**config.mk**
```make
export PLATFORM = sky130hd
export DESIGN_NAME = ext_data_addr_gen
export DESIGN_NICKNAME = d
export VERILOG_FILES = /design/src/rtl/eadg_pkg.sv /design/src/rtl/eadg_regs.sv /design/src/rtl/eadg_decode.sv /design/src/rtl/eadg_addr.sv /design/src/rtl/ext_data_addr_gen.sv
export SDC_FILE = /design/constraint.sdc
export NUM_CORES = 1
export LEC_CHECK = 0
export CAP_MARGIN = 20
export CORE_AREA = 2 2 55 57
export DETAILED_ROUTE_END_ITERATION = 6
export DIE_AREA = 0 0 57 59
export PLACE_DENSITY = 0.88
export SKIP_LAST_GASP = 1
export SYNTH_ARGS = -nofsm -noshare
export SYNTH_HDL_FRONTEND = slang
export SYNTH_SLANG_ARGS = --single-unit
```
**constraint.sdc**
```tcl
create_clock -name clk -period 5.1 [get_ports clk]
set_input_delay 1.02 -clock clk [delete_from_list [all_inputs] [get_ports clk]]
set_output_delay 1.02 -clock clk [all_outputs]
set_load 0.01 [all_outputs]
```
**src/rtl/eadg_pkg.sv**
```systemverilog
package eadg_pkg;
  typedef enum logic [1:0] {
    MODE_DIRECT  = 2'b00,
    MODE_FORCED  = 2'b01,
    MODE_INDEXED = 2'b10
  } eadg_mode_e;
endpackage

```
**src/rtl/eadg_regs.sv**
```systemverilog
module eadg_regs #(
  parameter int ADDR_W = 12,
  parameter int F_W    = 8,
  localparam int HI_W  = ADDR_W - F_W
) (
  input  logic              clk,
  input  logic              rst_n,
  input  logic              bank_we,
  input  logic [HI_W-1:0]   bank_wdata,
  input  logic              ptr_hi_we,
  input  logic [HI_W-1:0]   ptr_hi_wdata,
  input  logic              ptr_lo_we,
  input  logic [F_W-1:0]    ptr_lo_wdata,
  output logic [HI_W-1:0]   bank_q,
  output logic [ADDR_W-1:0] ptr_q
);
  logic [HI_W-1:0] ptr_hi_q;
  logic [F_W-1:0]  ptr_lo_q;

  always_ff @(posedge clk) begin
    if (!rst_n) begin
      bank_q   <= '0;
      ptr_hi_q <= '0;
      ptr_lo_q <= '0;
    end else begin
      if (bank_we)   bank_q   <= bank_wdata;
      if (ptr_hi_we) ptr_hi_q <= ptr_hi_wdata;
      if (ptr_lo_we) ptr_lo_q <= ptr_lo_wdata;
    end
  end

  assign ptr_q = {ptr_hi_q, ptr_lo_q};
endmodule

```
**src/rtl/eadg_decode.sv**
```systemverilog
module eadg_decode
  import eadg_pkg::*;
#(
  parameter int              F_W       = 8,
  parameter logic [F_W-1:0]  FORCED_LO = 8'h60
) (
  input  logic           acc_bit,
  input  logic [F_W-1:0] operand,
  output eadg_mode_e     mode,
  output logic           indexed
);
  always_comb begin
    if (acc_bit)                   mode = MODE_DIRECT;
    else if (operand >= FORCED_LO) mode = MODE_FORCED;
    else                           mode = MODE_INDEXED;
  end

  assign indexed = (mode == MODE_INDEXED);
endmodule

```
**src/rtl/eadg_addr.sv**
```systemverilog
module eadg_addr
  import eadg_pkg::*;
#(
  parameter int ADDR_W = 12,
  parameter int F_W    = 8,
  localparam int HI_W  = ADDR_W - F_W
) (
  input  eadg_mode_e        mode,
  input  logic [F_W-1:0]    operand,
  input  logic [HI_W-1:0]   bank,
  input  logic [ADDR_W-1:0] ptr,
  output logic [ADDR_W-1:0] addr
);
  logic [ADDR_W-1:0] offset_ext;
  logic [ADDR_W-1:0] sum;

  assign offset_ext = {{HI_W{1'b0}}, operand};
  assign sum        = ptr + offset_ext;

  always_comb begin
    unique case (mode)
      MODE_DIRECT:  addr = {bank, operand};
      MODE_FORCED:  addr = {{HI_W{1'b1}}, operand};
      MODE_INDEXED: addr = sum;
      default:      addr = '0;
    endcase
  end
endmodule

```
**src/rtl/ext_data_addr_gen.sv**
```systemverilog
module ext_data_addr_gen
  import eadg_pkg::*;
#(
  parameter int              INSTR_W   = 16,
  parameter int              ADDR_W    = 12,
  parameter int              F_W       = 8,
  parameter int              ACC_BIT   = 8,
  parameter logic [F_W-1:0]  FORCED_LO = 8'h60,
  localparam int             HI_W      = ADDR_W - F_W
) (
  input  logic               clk,
  input  logic               rst_n,
  input  logic [INSTR_W-1:0] instr,
  input  logic               bank_we,
  input  logic [HI_W-1:0]    bank_wdata,
  input  logic               ptr_hi_we,
  input  logic [HI_W-1:0]    ptr_hi_wdata,
  input  logic               ptr_lo_we,
  input  logic [F_W-1:0]     ptr_lo_wdata,
  output logic [ADDR_W-1:0]  addr,
  output logic [1:0]         mode,
  output logic               indexed
);
  logic [HI_W-1:0]   bank_q;
  logic [ADDR_W-1:0] ptr_q;
  logic [F_W-1:0]    operand;
  logic              acc_bit;
  eadg_mode_e        mode_e;

  assign operand = instr[F_W-1:0];
  assign acc_bit = instr[ACC_BIT];

  eadg_regs #(.ADDR_W(ADDR_W), .F_W(F_W)) u_regs (
    .clk(clk), .rst_n(rst_n),
    .bank_we(bank_we), .bank_wdata(bank_wdata),
    .ptr_hi_we(ptr_hi_we), .ptr_hi_wdata(ptr_hi_wdata),
    .ptr_lo_we(ptr_lo_we), .ptr_lo_wdata(ptr_lo_wdata),
    .bank_q(bank_q), .ptr_q(ptr_q)
  );

  eadg_decode #(.F_W(F_W), .FORCED_LO(FORCED_LO)) u_decode (
    .acc_bit(acc_bit), .operand(operand),
    .mode(mode_e), .indexed(indexed)
  );

  eadg_addr #(.ADDR_W(ADDR_W), .F_W(F_W)) u_addr (
    .mode(mode_e), .operand(operand), .bank(bank_q), .ptr(ptr_q),
    .addr(addr)
  );

  assign mode = mode_e;
endmodule

```
==> Implementation_results.wiki, run 1 <==
{| class="wikitable"
! Metric !! Value
|-
| Count of buffer and inverter cells on the critical path || 3
|-
| Hold Buf Count CTS || 0
|-
| CTS H-Tree Depth || 1
|-
| Total number of cells along the worst setup path || 10
|-
| Die height || 59 um
|-
| Number of buffers created by CTS || 3
|-
| Number of inserted filler cells in the final layout || 240
|-
| Global route overflow || 0
|-
| Synth Area per Inst || 8.384 um2
|-
| Leakage power total || 0.7063 nW
|-
| Clock Skews || 0 ps
|-
| CP cell instances || clkdlybuf4s50_1, ha_1, inv_1, fa_1, nand2b_1, a21oi_1, o211a_1, nor4_1, a311oi_1, clkdlybuf4s50_1
|-
| Synthesized Nets || between 150 and 200
|-
| Number of synthesized register bits || 16
|-
| Detailed-placement wirelength estimate || 2417 um
|-
| Number of gates resized after CTS || 0
|-
| Cell row count || 19
|-
| Top cell type by total area after synthesis || sky130_fd_sc_hd__dfxtp_1
|-
| Slowest stage cell, crit path || sky130_fd_sc_hd__clkdlybuf4s50_1
|-
| Setup Buffers After CTS || 0
|-
| Most area-consuming cells after synthesis || sky130_fd_sc_hd__dfxtp_1 28%, sky130_fd_sc_hd__mux2i_1 14%, sky130_fd_sc_hd__ha_1 8.7%
|-
| Actual slew at the worst max-slew pin || 463.7 ps
|-
| Core Box Area || around 2700 um2
|-
| Kind of critical path || in -> out
|-
| Max Fclk || 207.8 MHz
|-
| Top cells by instance count after synthesis || 16 x sky130_fd_sc_hd__dfxtp_1, 16 x sky130_fd_sc_hd__mux2i_1, 16 x sky130_fd_sc_hd__nor2b_1, 15 x sky130_fd_sc_hd__nand2_1, 9 x sky130_fd_sc_hd__o21ai_0
|-
| Pwr dens || ~190 nW/um2
|-
| IR Drop Worst-Case VDD || 151.1 uV
|-
| Sequential-to-total area share from yosys stat || between 20% and 30%
|-
| Classification of the worst-slack hold path || reg -> reg
|-
| Signal arrival time at the worst endpoint || between 3000 and 4000 ps
|-
| Post-layout minimum cycle time || 4813 ps
|-
| Startpoint type of the worst setup path || input pin
|-
| Relative slew margins || 68.99%
|-
| Growth of design area from synthesis to finish || 41.39%
|-
| Overall global routing resource usage || 16.78%
|-
| Result of the run || finished, final reports clean
|-
| Final Worst Setup Slack || 287.1 ps
|-
| Max cap viols || 0
|-
| Critical path capture point type || output pin
|-
| Die Span X || 57 um
|-
| Maximum number of pins on one net before global-route repair || 17
|-
| CP required || between 4000 and 5000 ps
|-
| Final setup violation count || 0
|-
| Crit share post-route || 94.37%
|-
| Vias || 1114
|-
| Final core utilization || 59.93%
|-
| Final Slew Violations || 0
|-
| Final antenna diode count || 0
|-
| Iteration count of the initial detailed-routing pass || 4
|-
| Fin nets || 226
|-
| Drt first-iter violations || 20
|-
| Die area || 3363 um2
|-
| Depth of the worst register-to-register path || 2
|-
| Clock-pin slew on the worst setup and hold paths || 90 ps
|-
| Largest fanout of any net on the critical path || 4
|-
| Wirelength, routed || 2894 um
|-
| Number of top-level design ports || 52
|-
| Share of post-route cells with drive strength above 1 || under 10%
|-
| Slowest cell delay on critical path || 600 ps
|-
| Number of endpoints with negative hold slack in the final report || 0
|-
| Critical path's top delay family || buffers and inverters
|-
| Startpoint of the worst register-to-register path || u_regs.ptr_hi_q[0]
|-
| Critical path startpoint || instr[0]
|-
| Area of the mapped netlist || 1149 um2
|-
| Number of warnings printed during yosys synthesis || 0
|-
| Maximum count of clock buffers along a single path || 2
|-
| Number of antenna violations at the first check in global routing || 0
|-
| Launch instance of the worst min-delay path || u_regs.bank_q[3]
|-
| Via count of the first global-routing pass || 1047
|-
| Effective utilization at floorplan || 42.38%
|-
| Sink count of the clock tree || 16
|-
| Number of different library cells in the post-synthesis netlist || 31
|-
| Post-Place Setup Slack || 333.8 ps
|-
| Synth top area share || ~28%
|-
| Post-route worst hold slack || ~530 ps
|-
| Number of enable flip-flop cells after synthesis || 0
|-
| Share of synthesized registers carrying an async set or reset || 0%
|-
| Routed wire length per instance || 13.85 um
|-
| Post-detailed-route via-to-cell ratio || 5.330
|-
| Port Buf Inserts || 44
|-
| Critical Path Most Common Cell || sky130_fd_sc_hd__clkdlybuf4s50_1
|-
| End point of the critical path || addr[8]
|-
| First-pass GRT wire length || around 4400 um
|-
| RSZ-0062 raised after global routing || false
|-
| Cell at the root of the clock tree || sky130_fd_sc_hd__clkbuf_4
|-
| Routability cong. || slightly above 0.9
|-
| Antenna Violating Nets Remaining || 0
|-
| Flop-to-flop setup slack || 4390 ps
|-
| Setup TNS after final layout || 0 ps
|-
| Clk Latency, worst-skew pair || 270 ps
|-
| Post-Synthesis Cells || around 140
|-
| Ys flop type || sky130_fd_sc_hd__dfxtp_1
|-
| Reg2Reg Capture Point || u_regs.ptr_hi_q[0]
|-
| Number of design rule violations left after detail routing || 0
|-
| CTS tree || yes
|}
-- tightest hold or removal path: cells and delay by family (launching register included) --
kind,cells,cell delay [ps]
flip-flops,1,330
multiplexers,1,60
AND/OR/NAND/NOR,1,100
-- per-layer routing --
layer,GRT usage [%],share of wire [%]
met1,18.29,42
met2,32.18,52
met3,3.057,4.4
met4,6.312,1.5
met5,0,0
-- registers in the layout, summed over array words and instances (netlist names) --
signal and cells:
u_regs.ptr_hi_q 4, u_regs.ptr_lo_q 8, u_regs.bank_q 4
-- per-stage QoR --
step | area [um2] | total power, mW | cells
5_1_grt | 1624 | 0.3341 | 209
3_5_place_dp | 1602 | 0.2572 | 206
6_report | 1624 | 0.3164 | 209
2_1_floorplan | 1149 | 0.2020 | 137
4_1_cts | 1624 | 0.3194 | 209
3_3_place_gp | 1602 | 0.2525 | 206
-- cells in the final DEF, fill, tap and decap left out --
| cell | synthesis | routed |
|---|---|---|
| sky130_fd_sc_hd__a211oi_1 | 1 | 1 |
| sky130_fd_sc_hd__a21o_1 | 3 | 3 |
| sky130_fd_sc_hd__a21oi_1 | 8 | 8 |
| sky130_fd_sc_hd__a2bb2oi_1 | 1 | 1 |
| sky130_fd_sc_hd__a311oi_1 | 1 | 1 |
| sky130_fd_sc_hd__a31oi_1 | 1 | 1 |
| sky130_fd_sc_hd__a32oi_1 | 2 | 2 |
| sky130_fd_sc_hd__clkbuf_4 | 0 | 3 |
| sky130_fd_sc_hd__clkdlybuf4s50_1 | 0 | 44 |
| sky130_fd_sc_hd__dfxtp_1 | 16 | 16 |
| sky130_fd_sc_hd__fa_1 | 1 | 1 |
| sky130_fd_sc_hd__ha_1 | 8 | 8 |
| sky130_fd_sc_hd__inv_1 | 8 | 8 |
| sky130_fd_sc_hd__inv_2 | 1 | 1 |
| sky130_fd_sc_hd__mux2i_1 | 16 | 16 |
| sky130_fd_sc_hd__nand2_1 | 15 | 15 |
| sky130_fd_sc_hd__nand2b_1 | 2 | 2 |
| sky130_fd_sc_hd__nand3_1 | 2 | 2 |
| sky130_fd_sc_hd__nor2_1 | 3 | 3 |
| sky130_fd_sc_hd__nor2b_1 | 16 | 16 |
| sky130_fd_sc_hd__nor3_1 | 1 | 1 |
| sky130_fd_sc_hd__nor4_1 | 1 | 1 |
| sky130_fd_sc_hd__o211a_1 | 1 | 1 |
| sky130_fd_sc_hd__o211ai_1 | 1 | 1 |
| sky130_fd_sc_hd__o211ai_2 | 2 | 2 |
| sky130_fd_sc_hd__o21a_1 | 1 | 1 |
| sky130_fd_sc_hd__o21ai_0 | 9 | 9 |
| sky130_fd_sc_hd__o31ai_1 | 2 | 2 |
| sky130_fd_sc_hd__or3_1 | 2 | 2 |
| sky130_fd_sc_hd__xnor2_1 | 2 | 2 |
| sky130_fd_sc_hd__xor2_1 | 4 | 4 |
-- worst min-delay path by stage --
stage / end / cells past startpoint
after floorplan: u_regs.bank_q[0] / 2
after CTS: u_regs.bank_q[3] / 2
after detailed placement: u_regs.bank_q[3] / 2
after global placement: u_regs.bank_q[1] / 2
final: u_regs.bank_q[3] / 2
after global routing: u_regs.bank_q[1] / 2
-- report_power, final --
part | internal (mW) | leakage [nW] | switching [mW]
sequential | 0.132 | 0.132 | 0.00618
combinational | 0.0656 | 0.560 | 0.0508
clock | 0.0273 | 0.0138 | 0.0341
total | 0.225 | 0.706 | 0.0911
-- final cells by class --
class	instances	area, um2	share of cell area [%]
multi-input combinational	106	768.2	47.30
timing repair buffer	44	440.4	27.12
sequential	16	320.3	19.72
tap	31	38.79	2.388
inverter	9	33.78	2.080
clock buffer	3	22.52	1.387
-- cells by family (layout without fill, tap and decap cells) --
family	count (synthesis)	after routing	share of synthesized area (%)
flops	16	16	27.89
compound gates	33	33	19.28
fa+ha+maj	9	9	10.46
simple gates	42	42	18.63
buf+inv	15	56	5.229
mux	16	16	13.94
xor+xnor	6	6	4.575
Power figures use the tool's default switching activity.
==> run 2: changes to the inputs <==
CAP_MARGIN = unset   (was 20)
==> results of run 2 <==
No change in the layout: final DEF, timing and power equal those of run 1.
